## config.mk

```make
export PLATFORM = sky130hd
export DESIGN_NAME = ls_rx_core
export DESIGN_NICKNAME = d
export VERILOG_FILES = /design/src/rtl/lsrx_pkg.sv /design/src/rtl/lsrx_sync2.sv /design/src/rtl/lsrx_bit_clock.sv /design/src/rtl/ls_rx_core.sv
export SDC_FILE = /design/constraint.sdc
export NUM_CORES = 1
export LEC_CHECK = 0
export ABC_AREA = 1
export ABC_CLOCK_PERIOD_IN_PS = 3800
export BUFFER_PORTS_ARGS = -buffer_cell sky130_fd_sc_hd__clkbuf_2
export CAP_MARGIN = 20
export CORE_UTILIZATION = 35
export DETAILED_ROUTE_END_ITERATION = 12
export HOLD_SLACK_MARGIN = 0.15
export SLEW_MARGIN = 40
export SYNTH_ARGS = -nofsm -noshare
export SYNTH_HDL_FRONTEND = slang
export SYNTH_SLANG_ARGS = --single-unit
```

## constraint.sdc

```tcl
create_clock -name clk -period 3.8 [get_ports clk]
set_input_delay 0.57 -clock clk [delete_from_list [all_inputs] [get_ports clk]]
set_output_delay 0.57 -clock clk [all_outputs]
set_load 0.01 [all_outputs]
```

## src/rtl/lsrx_pkg.sv

```systemverilog
package lsrx_pkg;
    localparam int BYTE_W = 8;

    typedef enum logic [2:0] {
        ST_WAIT_J,
        ST_IDLE,
        ST_SYNC_CHK,
        ST_HUNT,
        ST_DATA,
        ST_DRAIN
    } rx_state_t;
endpackage

```

## src/rtl/lsrx_sync2.sv

```systemverilog
module lsrx_sync2 #(
    parameter int         W       = 2,
    parameter logic [W-1:0] RST_VAL = '0
) (
    input  logic         clk,
    input  logic         rst_n,
    input  logic [W-1:0] d_async,
    output logic [W-1:0] q_sync
);
    logic [W-1:0] meta;

    always_ff @(posedge clk or negedge rst_n) begin
        if (!rst_n) begin
            meta   <= RST_VAL;
            q_sync <= RST_VAL;
        end else begin
            meta   <= d_async;
            q_sync <= meta;
        end
    end
endmodule

```

## src/rtl/lsrx_bit_clock.sv

```systemverilog
// Phase counter: tick marks a bit centre. seed aims at the centre of the
// period after the current one; realign aims at the centre of the current one.
module lsrx_bit_clock #(
    parameter int CLKS_PER_BIT = 10
) (
    input  logic clk,
    input  logic rst_n,
    input  logic seed,
    input  logic realign,
    output logic tick
);
    localparam int HALF   = CLKS_PER_BIT / 2;
    localparam int SEED_V = CLKS_PER_BIT + HALF - 1;
    localparam int CW     = $clog2(SEED_V + 1);

    logic [CW-1:0] cnt;

    always_ff @(posedge clk or negedge rst_n) begin
        if (!rst_n)
            cnt <= CW'(CLKS_PER_BIT - 1);
        else if (seed)
            cnt <= CW'(SEED_V);
        else if (realign)
            cnt <= CW'(HALF - 1);
        else if (cnt == '0)
            cnt <= CW'(CLKS_PER_BIT - 1);
        else
            cnt <= cnt - 1'b1;
    end

    assign tick = (cnt == '0) && !realign;
endmodule

```

## src/rtl/ls_rx_core.sv

```systemverilog
module ls_rx_core
    import lsrx_pkg::*;
#(
    parameter int CLKS_PER_BIT = 10,
    parameter int BUF_DEPTH    = 16,
    parameter int HUNT_LIMIT   = 10,
    localparam int AW = (BUF_DEPTH > 1) ? $clog2(BUF_DEPTH) : 1,
    localparam int LW = $clog2(BUF_DEPTH + 1)
) (
    input  logic              clk,
    input  logic              rst_n,
    input  logic              usb_dp,
    input  logic              usb_dm,
    output logic              wr_en,
    output logic [AW-1:0]     wr_addr,
    output logic [BYTE_W-1:0] wr_data,
    output logic              pkt_done,
    output logic [LW-1:0]     pkt_len,
    output logic              sync_err,
    output logic              ovf_err
);
    localparam int          HW        = $clog2(HUNT_LIMIT + 1);
    localparam logic [LW-1:0] DEPTH_L = LW'(BUF_DEPTH);
    localparam logic [2:0]  STUFF_RUN = 3'd6;

    logic [1:0] line_s;
    logic       dp_s, dm_s, dm_d;
    logic       line_j, line_k, line_se0, edge_seen;
    logic       tick, seed, realign, bit_v;

    rx_state_t         state, state_n;
    logic [2:0]        ones, ones_n, bidx, bidx_n;
    logic [BYTE_W-1:0] acc, acc_n;
    logic              prev_dm, prev_n;
    logic [LW-1:0]     room, room_n;
    logic [HW-1:0]     hcnt, hcnt_n;
    logic              wr_en_n, done_n, serr_n, oerr_n;
    logic [AW-1:0]     wr_addr_n;
    logic [BYTE_W-1:0] wr_data_n;
    logic [LW-1:0]     len_n;

    lsrx_sync2 #(.W(2), .RST_VAL(2'b01)) u_sync (
        .clk     (clk),
        .rst_n   (rst_n),
        .d_async ({usb_dp, usb_dm}),
        .q_sync  (line_s)
    );

    assign dp_s      = line_s[1];
    assign dm_s      = line_s[0];
    assign line_j    = !dp_s && dm_s;
    assign line_k    = dp_s && !dm_s;
    assign line_se0  = !dp_s && !dm_s;
    assign edge_seen = dm_s != dm_d;
    assign realign   = (state == ST_DATA) && edge_seen;
    assign bit_v     = (dm_s == prev_dm);

    lsrx_bit_clock #(.CLKS_PER_BIT(CLKS_PER_BIT)) u_bclk (
        .clk     (clk),
        .rst_n   (rst_n),
        .seed    (seed),
        .realign (realign),
        .tick    (tick)
    );

    // state register
    always_ff @(posedge clk or negedge rst_n) begin
        if (!rst_n) state <= ST_WAIT_J;
        else        state <= state_n;
    end

    // next state and next datapath values
    always_comb begin
        state_n   = state;
        ones_n    = ones;
        bidx_n    = bidx;
        acc_n     = acc;
        prev_n    = prev_dm;
        room_n    = room;
        hcnt_n    = hcnt;
        wr_en_n   = 1'b0;
        wr_addr_n = wr_addr;
        wr_data_n = wr_data;
        done_n    = 1'b0;
        len_n     = pkt_len;
        serr_n    = 1'b0;
        oerr_n    = 1'b0;
        seed      = 1'b0;
        unique case (state)
            ST_WAIT_J: if (line_j) state_n = ST_IDLE;
            ST_IDLE: if (line_k) begin
                seed    = 1'b1;
                state_n = ST_SYNC_CHK;
            end
            ST_SYNC_CHK: if (tick) begin
                if (line_k) begin
                    state_n = ST_DATA;
                    ones_n  = 3'd1;
                    bidx_n  = 3'd0;
                    prev_n  = 1'b0;
                    room_n  = DEPTH_L;
                end else begin
                    state_n = ST_HUNT;
                    hcnt_n  = '0;
                end
            end
            ST_HUNT: begin
                if (line_k) begin
                    seed    = 1'b1;
                    state_n = ST_SYNC_CHK;
                end else if (hcnt == HW'(HUNT_LIMIT - 1)) begin
                    serr_n  = 1'b1;
                    state_n = ST_IDLE;
                end else begin
                    hcnt_n = hcnt + 1'b1;
                end
            end
            ST_DATA: if (tick) begin
                if (line_se0 && (bidx != 3'd0 || ones == STUFF_RUN)) begin
                    done_n  = 1'b1;
                    len_n   = DEPTH_L - room;
                    state_n = ST_WAIT_J;
                end else begin
                    prev_n = dm_s;
                    if (ones == STUFF_RUN) begin
                        ones_n = 3'd0;
                    end else begin
                        ones_n      = bit_v ? ones + 3'd1 : 3'd0;
                        acc_n[bidx] = bit_v;
                        bidx_n      = bidx + 3'd1;
                        if (bidx == 3'd7) begin
                            if (room == '0) begin
                                oerr_n  = 1'b1;
                                state_n = ST_DRAIN;
                            end else begin
                                wr_en_n   = 1'b1;
                                wr_data_n = acc_n;
                                wr_addr_n = AW'(DEPTH_L - room);
                                room_n    = room - 1'b1;
                            end
                        end
                    end
                end
            end
            ST_DRAIN: if (line_se0) state_n = ST_WAIT_J;
            default: state_n = ST_WAIT_J;
        endcase
    end

    // registered datapath and outputs
    always_ff @(posedge clk or negedge rst_n) begin
        if (!rst_n) begin
            dm_d     <= 1'b1;
            ones     <= '0;
            bidx     <= '0;
            acc      <= '0;
            prev_dm  <= 1'b1;
            room     <= DEPTH_L;
            hcnt     <= '0;
            wr_en    <= 1'b0;
            wr_addr  <= '0;
            wr_data  <= '0;
            pkt_done <= 1'b0;
            pkt_len  <= '0;
            sync_err <= 1'b0;
            ovf_err  <= 1'b0;
        end else begin
            dm_d     <= dm_s;
            ones     <= ones_n;
            bidx     <= bidx_n;
            acc      <= acc_n;
            prev_dm  <= prev_n;
            room     <= room_n;
            hcnt     <= hcnt_n;
            wr_en    <= wr_en_n;
            wr_addr  <= wr_addr_n;
            wr_data  <= wr_data_n;
            pkt_done <= done_n;
            pkt_len  <= len_n;
            sync_err <= serr_n;
            ovf_err  <= oerr_n;
        end
    end
endmodule

```

* Word level (Yosys, flattened, before mapping)
Cells that the tools add are included.
Cells by class: $add $sub $neg 6, magnitude comparators 2, eq/ne operators 27, muxes and demuxes 70, bitwise gates (word level) 3, reduce and logical (&&, ||, !) cells 26
Operators with widths (count):
- 2-to-1 mux 3 bit | 23
- 2-to-1 mux 5 bit | 7
- 2-to-1 mux 4 bit | 7
- 2-to-1 mux 1 bit | 25
- != test 2 bit, second input constant | 12
- one-hot mux 3 bit (6 select lines) | 1
- == test 3 bit, second input constant | 4
- one-hot mux 3 bit (2 select lines) | 2
- AND reduction 6 bit | 2
- one-hot mux 5 bit (2 select lines) | 1
- AND reduction 5 bit | 2
- AND reduction 9 bit | 1
- bitwise mux 8 bit | 1
- one-hot mux 4 bit (2 select lines) | 1
- AND reduction 8 bit | 1
- logical AND 1 bit | 7
- adder 3 x 1 -> 3 bit, second input constant | 2
- == test 3 x 2 -> 1 bit, second input constant | 2
- != test 3 x 1 -> 1 bit, second input constant | 2
- logical NOT 5 bit | 1
- subtractor 5 x 1 -> 5 bit, second input constant | 1
- subtractor 5 bit, first input constant | 1
- adder 4 x 1 -> 4 bit, second input constant | 1
- == test 4 bit, second input constant | 1
- 21 further kinds | 26
Word-level totals: flip-flop bits (word level) 57, bits of input ports 4, output and inout bits 21, word-level logic and storage cells 152

* Depth between registers and ports, before layout
depth in word-level cells 7, gate-level depth with buffers 12, depth with buffers taken out 12

* Hierarchy
From an unflattened synthesis, not the netlist that was laid out.
Second synthesis, totals: cell total of the unflattened synthesis 337, area total of the unflattened synthesis 2825.2 µm²
By module, submodules not included:
- ls_rx_core | instances 1, cells each 306, area an instance 2508.7 µm², seq. area each 1229.9 µm²
- lsrx_bit_clock | instances 1, cells each 27, area an instance 214.0 µm², seq. area each 102.6 µm²
- lsrx_sync2 | instances 1, cells each 4, area an instance 102.6 µm², seq. area each 102.6 µm²

* Worst setup path after synthesis
No wires, ideal clock.
path type register to register, from register room[0], to register room[2], library setup time 0.117 ns, arrival 1.790 ns, data required time 3.683 ns, slack 1.893 ns, stages on the path, launching flop included 12, buffers on the path 0, clock period less this slack 1.907 ns, cell sequence dfrtp_1 inv_1 ha_1 nand2_1 nor2_1 ha_1 nor2_1 nor2_1 nor2_4 nand3_2 nand2_1 nand2_1
On the way: cells in the longest elaborated chain, start to end 7, elaborated cells on any way between the ends 10, classes of those cells 1 x add/sub; 1 x eq/ne; 6 x mux; 2 x reduce/logical
Ends and longest elaborated chain:
- start: declaration | RTL line ls_rx_core.sv:35 | logic [LW-1:0] room, room_n;
- start signal: assignment | RTL line ls_rx_core.sv:173 | room <= room_n;
- subtractor 5 x 1 -> 5 bit | RTL line ls_rx_core.sv:139 | room_n = room - 1'b1;
- 2-to-1 mux 5 bit | RTL line ls_rx_core.sv:132 | if (room == '0) begin
- 2-to-1 mux 5 bit | RTL line ls_rx_core.sv:131 | if (bidx == 3'd7) begin
- 2-to-1 mux 5 bit | RTL line ls_rx_core.sv:125 | if (ones == STUFF_RUN) begin
- 2-to-1 mux 5 bit | RTL line ls_rx_core.sv:119 | if (line_se0 && (bidx != 3'd0 || ones == STUFF_RUN)) begin
- 2-to-1 mux 5 bit | RTL line ls_rx_core.sv:118 | ST_DATA: if (tick) begin
- one-hot mux 5 bit (2 select lines) | RTL line ls_rx_core.sv:89 | unique case (state)
Parallel ways exist; a longest one is shown, timed or not. The select of a mux whose other input is x is not followed. A chain may end at the register's enable or synchronous reset.

* Final worst setup path
from register room[0], to register room[3]
Same word-level chain as after synthesis.

==> flow_metrics.py <==
metrics = {
    "sta": {
        "slew_viol_final": 0,
        "fmax_mhz": 455,
        "timing.slew.headroom_pct": 63.4,
        "final_cycle_utilization_of_the_critical_path_pct": 57.8,
        "tightestPinTransition_ps": 547,
        "finClkSkew_ps": 8.58,
        "final_period_minus_worst_setup_slack_ps": 2200,
        "hold_violations": 0,
        "rsz0062_at_grt": "false",
        "setup_ws_ps": 1600,
        "timing.final.setup_violations": 0,
        "timing.setup.tns_ps": 0,
    },
    "synth": {
        "proportion_of_synthesized_area_in_mux_cells_pct": 2.68,
        "netlist.area_leader.share_pct": 41.9,
        "seq_area_frac_synth_pct": 48.0,
        "post_synth_num_cell_types": 34,
        "synth-main-ff-cell": "sky130_fd_sc_hd__dfrtp_1",
        "synth_largest_area_cell": "sky130_fd_sc_hd__dfrtp_1",
        "synth.cell_area_sq_mm": 0.00299,
        "synth_nets": 346,
        "synthArstFlopShare_pct": 100,
        "syn_avg_cell_area_sq_um": 9.00,
        "synth_warnings": 0,
        "yosys.area_share.adder_pct": 4.19,
        "synth_xor_xnor_area_share_pct": 1.47,
        "synth_simple_gate_area_share_pct": 28.8,
        "synth.area.top_cells": "sky130_fd_sc_hd__dfrtp_1 (42%), sky130_fd_sc_hd__nand2_1 (12%), sky130_fd_sc_hd__dfstp_2 (6.2%)",
        "synth-edff-count": 0,
        "syn_inst": 332,
        "yosys_register_bits": 57,
        "synth_compound_gate_area_share_pct": 8.92,
        "combinational_family_with_the_most_area_after_synthesis": "simple AND/OR/NAND/NOR gates",
    },
    "cells_and_area": {
        "layout.nets": 377,
        "layout.filler_cells": 841,
        "postLayoutCoreUtil_pct": 42.0,
        "drive_above_1_share_pct": 23.6,
        "layout-area-overhead-vs-synth_pct": 16.0,
        "antenna_cells_inserted": 0,
    },
    "clock_network": {
        "cts-root-buf": "sky130_fd_sc_hd__clkbuf_8",
        "cts.htree.levels": 3,
        "cts_hold_bufs": 0,
        "cts_repair_resize_count": 0,
        "post_cts.repair.setup_buffers": 0,
        "cts.sinks": 57,
        "clock_path_buffers": 2,
        "cts_tree": "built",
        "clock_insertion_delay_worst_skew_ps": 340,
        "clk_pin_slew_ps": 70,
        "tritoncts.num_buffers": 9,
    },
    "critical_path": {
        "critical_path_peak_fanout": 7,
        "max_stage_delay_ps": 410,
        "worstSetupStartpointType": "register",
        "endpoint_kind": "register",
        "cells_traversed_along_the_worst_timing_path": "inv_1 -> ha_1 -> nand2_1 -> nor2_1 -> ha_1 -> nor2_1 -> nor2_1 -> nor2_4 -> nand3_2 -> nand2_1 -> nand2_1",
        "worst-setup-path-type": "register to register",
        "critical-path-slowest-cell": "sky130_fd_sc_hd__nor2_1",
        "worst_ep_arrival_time_ps": 2430,
        "timing.critical_path.required_ps": 4030,
        "regToRegSetupSlack_ps": 1600,
    },
    "worst_hold_path": {
        "hold_path.class": "input pin to asynchronous set/reset pin",
    },
    "drt": {
        "total_number_of_vias": 2258,
        "wl_per_cell_um": 12.3,
        "detailedRoute.firstIterationViolations": 114,
        "avgViaCountPerCell": 4.77,
        "routed_wirelength_mm": 5.81,
        "route.antenna.remaining_nets": 0,
        "drc_errors": 0,
        "detail_route.first_pass.iterations": 4,
    },
    "floorplan": {
        "top_level_ports": 25,
        "core_area_sq_mm": 0.00826,
        "die_height_um": 94.4,
        "design.die.area_sq_mm": 0.00891,
        "starting_density_of_the_core_pct": 36.2,
        "placementRows": 33,
        "floorplan.die.width_um": 94.4,
    },
    "placed_design": {
        "post-place-ws_ps": 1620,
        "placement.io_buffers": 24,
        "place.gp.congestion": 0.782,
        "detailedPlacementHpwl_mm": 4.23,
    },
    "outcome": {
        "status": "finished, final reports clean",
    },
    "power": {
        "vdd_ir_drop_max_mv": 0.204,
        "power.density_cell_area_mw_per_mm2": 657,
        "static-leakage-power_uw": 0.00180,
    },
    "global_routing": {
        "grt_pass1_wl_mm": 10.5,
        "grt_pass1_vias": 2258,
        "initial_antenna_violation_count": 0,
        "gr-usage-all-layers_pct": 15.4,
        "grt_max_degree": 36,
        "global_route.overflow_total": 0,
    },
    "flow_run": {
        "drv_cap": 0,
    },
}
## registers in the layout (all words and copies together) (netlist names), 3 cells and up
register and cells:
acc 8, wr_data 8, pkt_len 5, room 5
hcnt 4, u_bclk.cnt 4, wr_addr 4, bidx 3
ones 3, state 3
## path summary, 6_finish.rpt
check | from | end | depth (start not counted)
max | room[0] | room[3] | 11
min | rst_n | state[1] | 1
max reg2reg | room[0] | room[3] | 11
min reg2reg | u_sync.meta[1] | u_sync.q_sync[1] | 0
max in group asynchronous | rst_n | u_bclk.cnt[3] | 2
min in group clk | usb_dm | u_sync.meta[0] | 1
## per-stage QoR
stage	hold slack, ps	instances	area [sq um]	total power (uW)
after floorplan	274	332	2990	1410
after CTS	222	473	3460	2310
after global placement	337	457	3200	1540
after detailed placement	335	457	3200	1550
final	216	473	3470	2280
after global routing	252	473	3470	2450
## cells by family after synthesis
kind of cell,Yosys count
adders and majority gates,10
buffers and inverters,37
muxes,8
xor gates and xnor gates,5
DFF,57
AOI/OAI and AO/OA,42
and+or+nand+nor,173
## synth_stat cells, types with 3 or more instances
| cell type | count |
|---|---|
| sky130_fd_sc_hd__o21ai_2 | 11 |
| sky130_fd_sc_hd__dfstp_2 | 7 |
| sky130_fd_sc_hd__nand3_1 | 26 |
| sky130_fd_sc_hd__nand3_2 | 3 |
| sky130_fd_sc_hd__o21ai_0 | 16 |
| sky130_fd_sc_hd__nand2_2 | 5 |
| sky130_fd_sc_hd__nand2_1 | 92 |
| sky130_fd_sc_hd__dfrtp_1 | 50 |
| sky130_fd_sc_hd__inv_1 | 28 |
| sky130_fd_sc_hd__nand4_1 | 11 |
| sky130_fd_sc_hd__xnor2_1 | 3 |
| sky130_fd_sc_hd__inv_2 | 3 |
| sky130_fd_sc_hd__nor2_1 | 19 |
| sky130_fd_sc_hd__o21ai_1 | 8 |
| sky130_fd_sc_hd__ha_1 | 10 |
| sky130_fd_sc_hd__nor2_2 | 4 |
| sky130_fd_sc_hd__mux2i_1 | 8 |
| sky130_fd_sc_hd__buf_6 | 3 |
| sky130_fd_sc_hd__a21oi_1 | 4 |
| sky130_fd_sc_hd__nand2_4 | 3 |
## cell usage in the layout (no fill, tap or decap)
cell,Yosys,layout
sky130_fd_sc_hd__nand2_1,92,92
sky130_fd_sc_hd__dfrtp_1,50,50
sky130_fd_sc_hd__inv_1,28,28
sky130_fd_sc_hd__nand3_1,26,26
sky130_fd_sc_hd__clkbuf_2,0,23
sky130_fd_sc_hd__nor2_1,19,19
sky130_fd_sc_hd__o21ai_0,16,16
sky130_fd_sc_hd__clkbuf_8,0,12
sky130_fd_sc_hd__nand4_1,11,11
sky130_fd_sc_hd__o21ai_2,11,11
sky130_fd_sc_hd__ha_1,10,10
sky130_fd_sc_hd__o21ai_1,8,8
sky130_fd_sc_hd__mux2i_1,8,8
sky130_fd_sc_hd__dfstp_2,7,7
sky130_fd_sc_hd__nand2_2,5,5
sky130_fd_sc_hd__nor2_2,4,4
sky130_fd_sc_hd__a21oi_1,4,4
sky130_fd_sc_hd__nand2_4,3,3
sky130_fd_sc_hd__inv_2,3,3
sky130_fd_sc_hd__nand3_2,3,3
sky130_fd_sc_hd__bufinv_16,0,3
sky130_fd_sc_hd__nor3_4,2,2
sky130_fd_sc_hd__nand3_4,2,2
sky130_fd_sc_hd__nand3b_1,2,2
sky130_fd_sc_hd__xnor2_1,3,2
sky130_fd_sc_hd__xor2_1,2,2
sky130_fd_sc_hd__inv_6,1,1
sky130_fd_sc_hd__nand2_8,1,1
sky130_fd_sc_hd__o211ai_1,1,1
sky130_fd_sc_hd__nor3_1,1,1
sky130_fd_sc_hd__nor2_4,1,1
sky130_fd_sc_hd__o21ai_4,1,1
sky130_fd_sc_hd__xnor2_2,0,1
sky130_fd_sc_hd__a31oi_1,1,1
sky130_fd_sc_hd__or2_2,1,1
sky130_fd_sc_hd__clkinvlp_4,0,1
sky130_fd_sc_hd__clkbuf_4,0,1
sky130_fd_sc_hd__buf_4,0,1
## where the power goes
| group | total (uW) | internal (uW) | switching (uW) |
|---|---|---|---|
| Sequential | 812 | 713 | 99.1 |
| Clock | 738 | 489 | 249 |
| Combinational | 730 | 250 | 480 |
| Total | 2280 | 1450 | 828 |
## cell type report
type | count | area, sq um | area share [%]
repair buffers | 25 | 130 | 3.75
flip-flops and latches | 57 | 1440 | 41.4
clock buffers | 12 | 165 | 4.76
clock inverters | 4 | 97.6 | 2.81
inverters | 32 | 125 | 3.61
well taps | 105 | 131 | 3.79
multi-input cells | 238 | 1380 | 39.9
## metal layers
| metal | vias up | GRT usage [%] | wire length [um] |
|---|---|---|---|
| met1 | 1048 | 20.4 | 2840 |
| li1 | 1161 | - | - |
| met5 | - | 0 | 0 |
| met3 | 13 | 3.78 | 207 |
| met4 | 0 | 8.33 | 137 |
| met2 | 36 | 23.0 | 2620 |
## critical path: cells and delay by family (launching register included)
kind | cells | cell delay [ps]
flops | 1 | 390
buf+inv | 1 | 120
fa+ha+maj | 2 | 430
simple gates | 8 | 1140
Note: power is estimated with default switching activity, not from simulation.
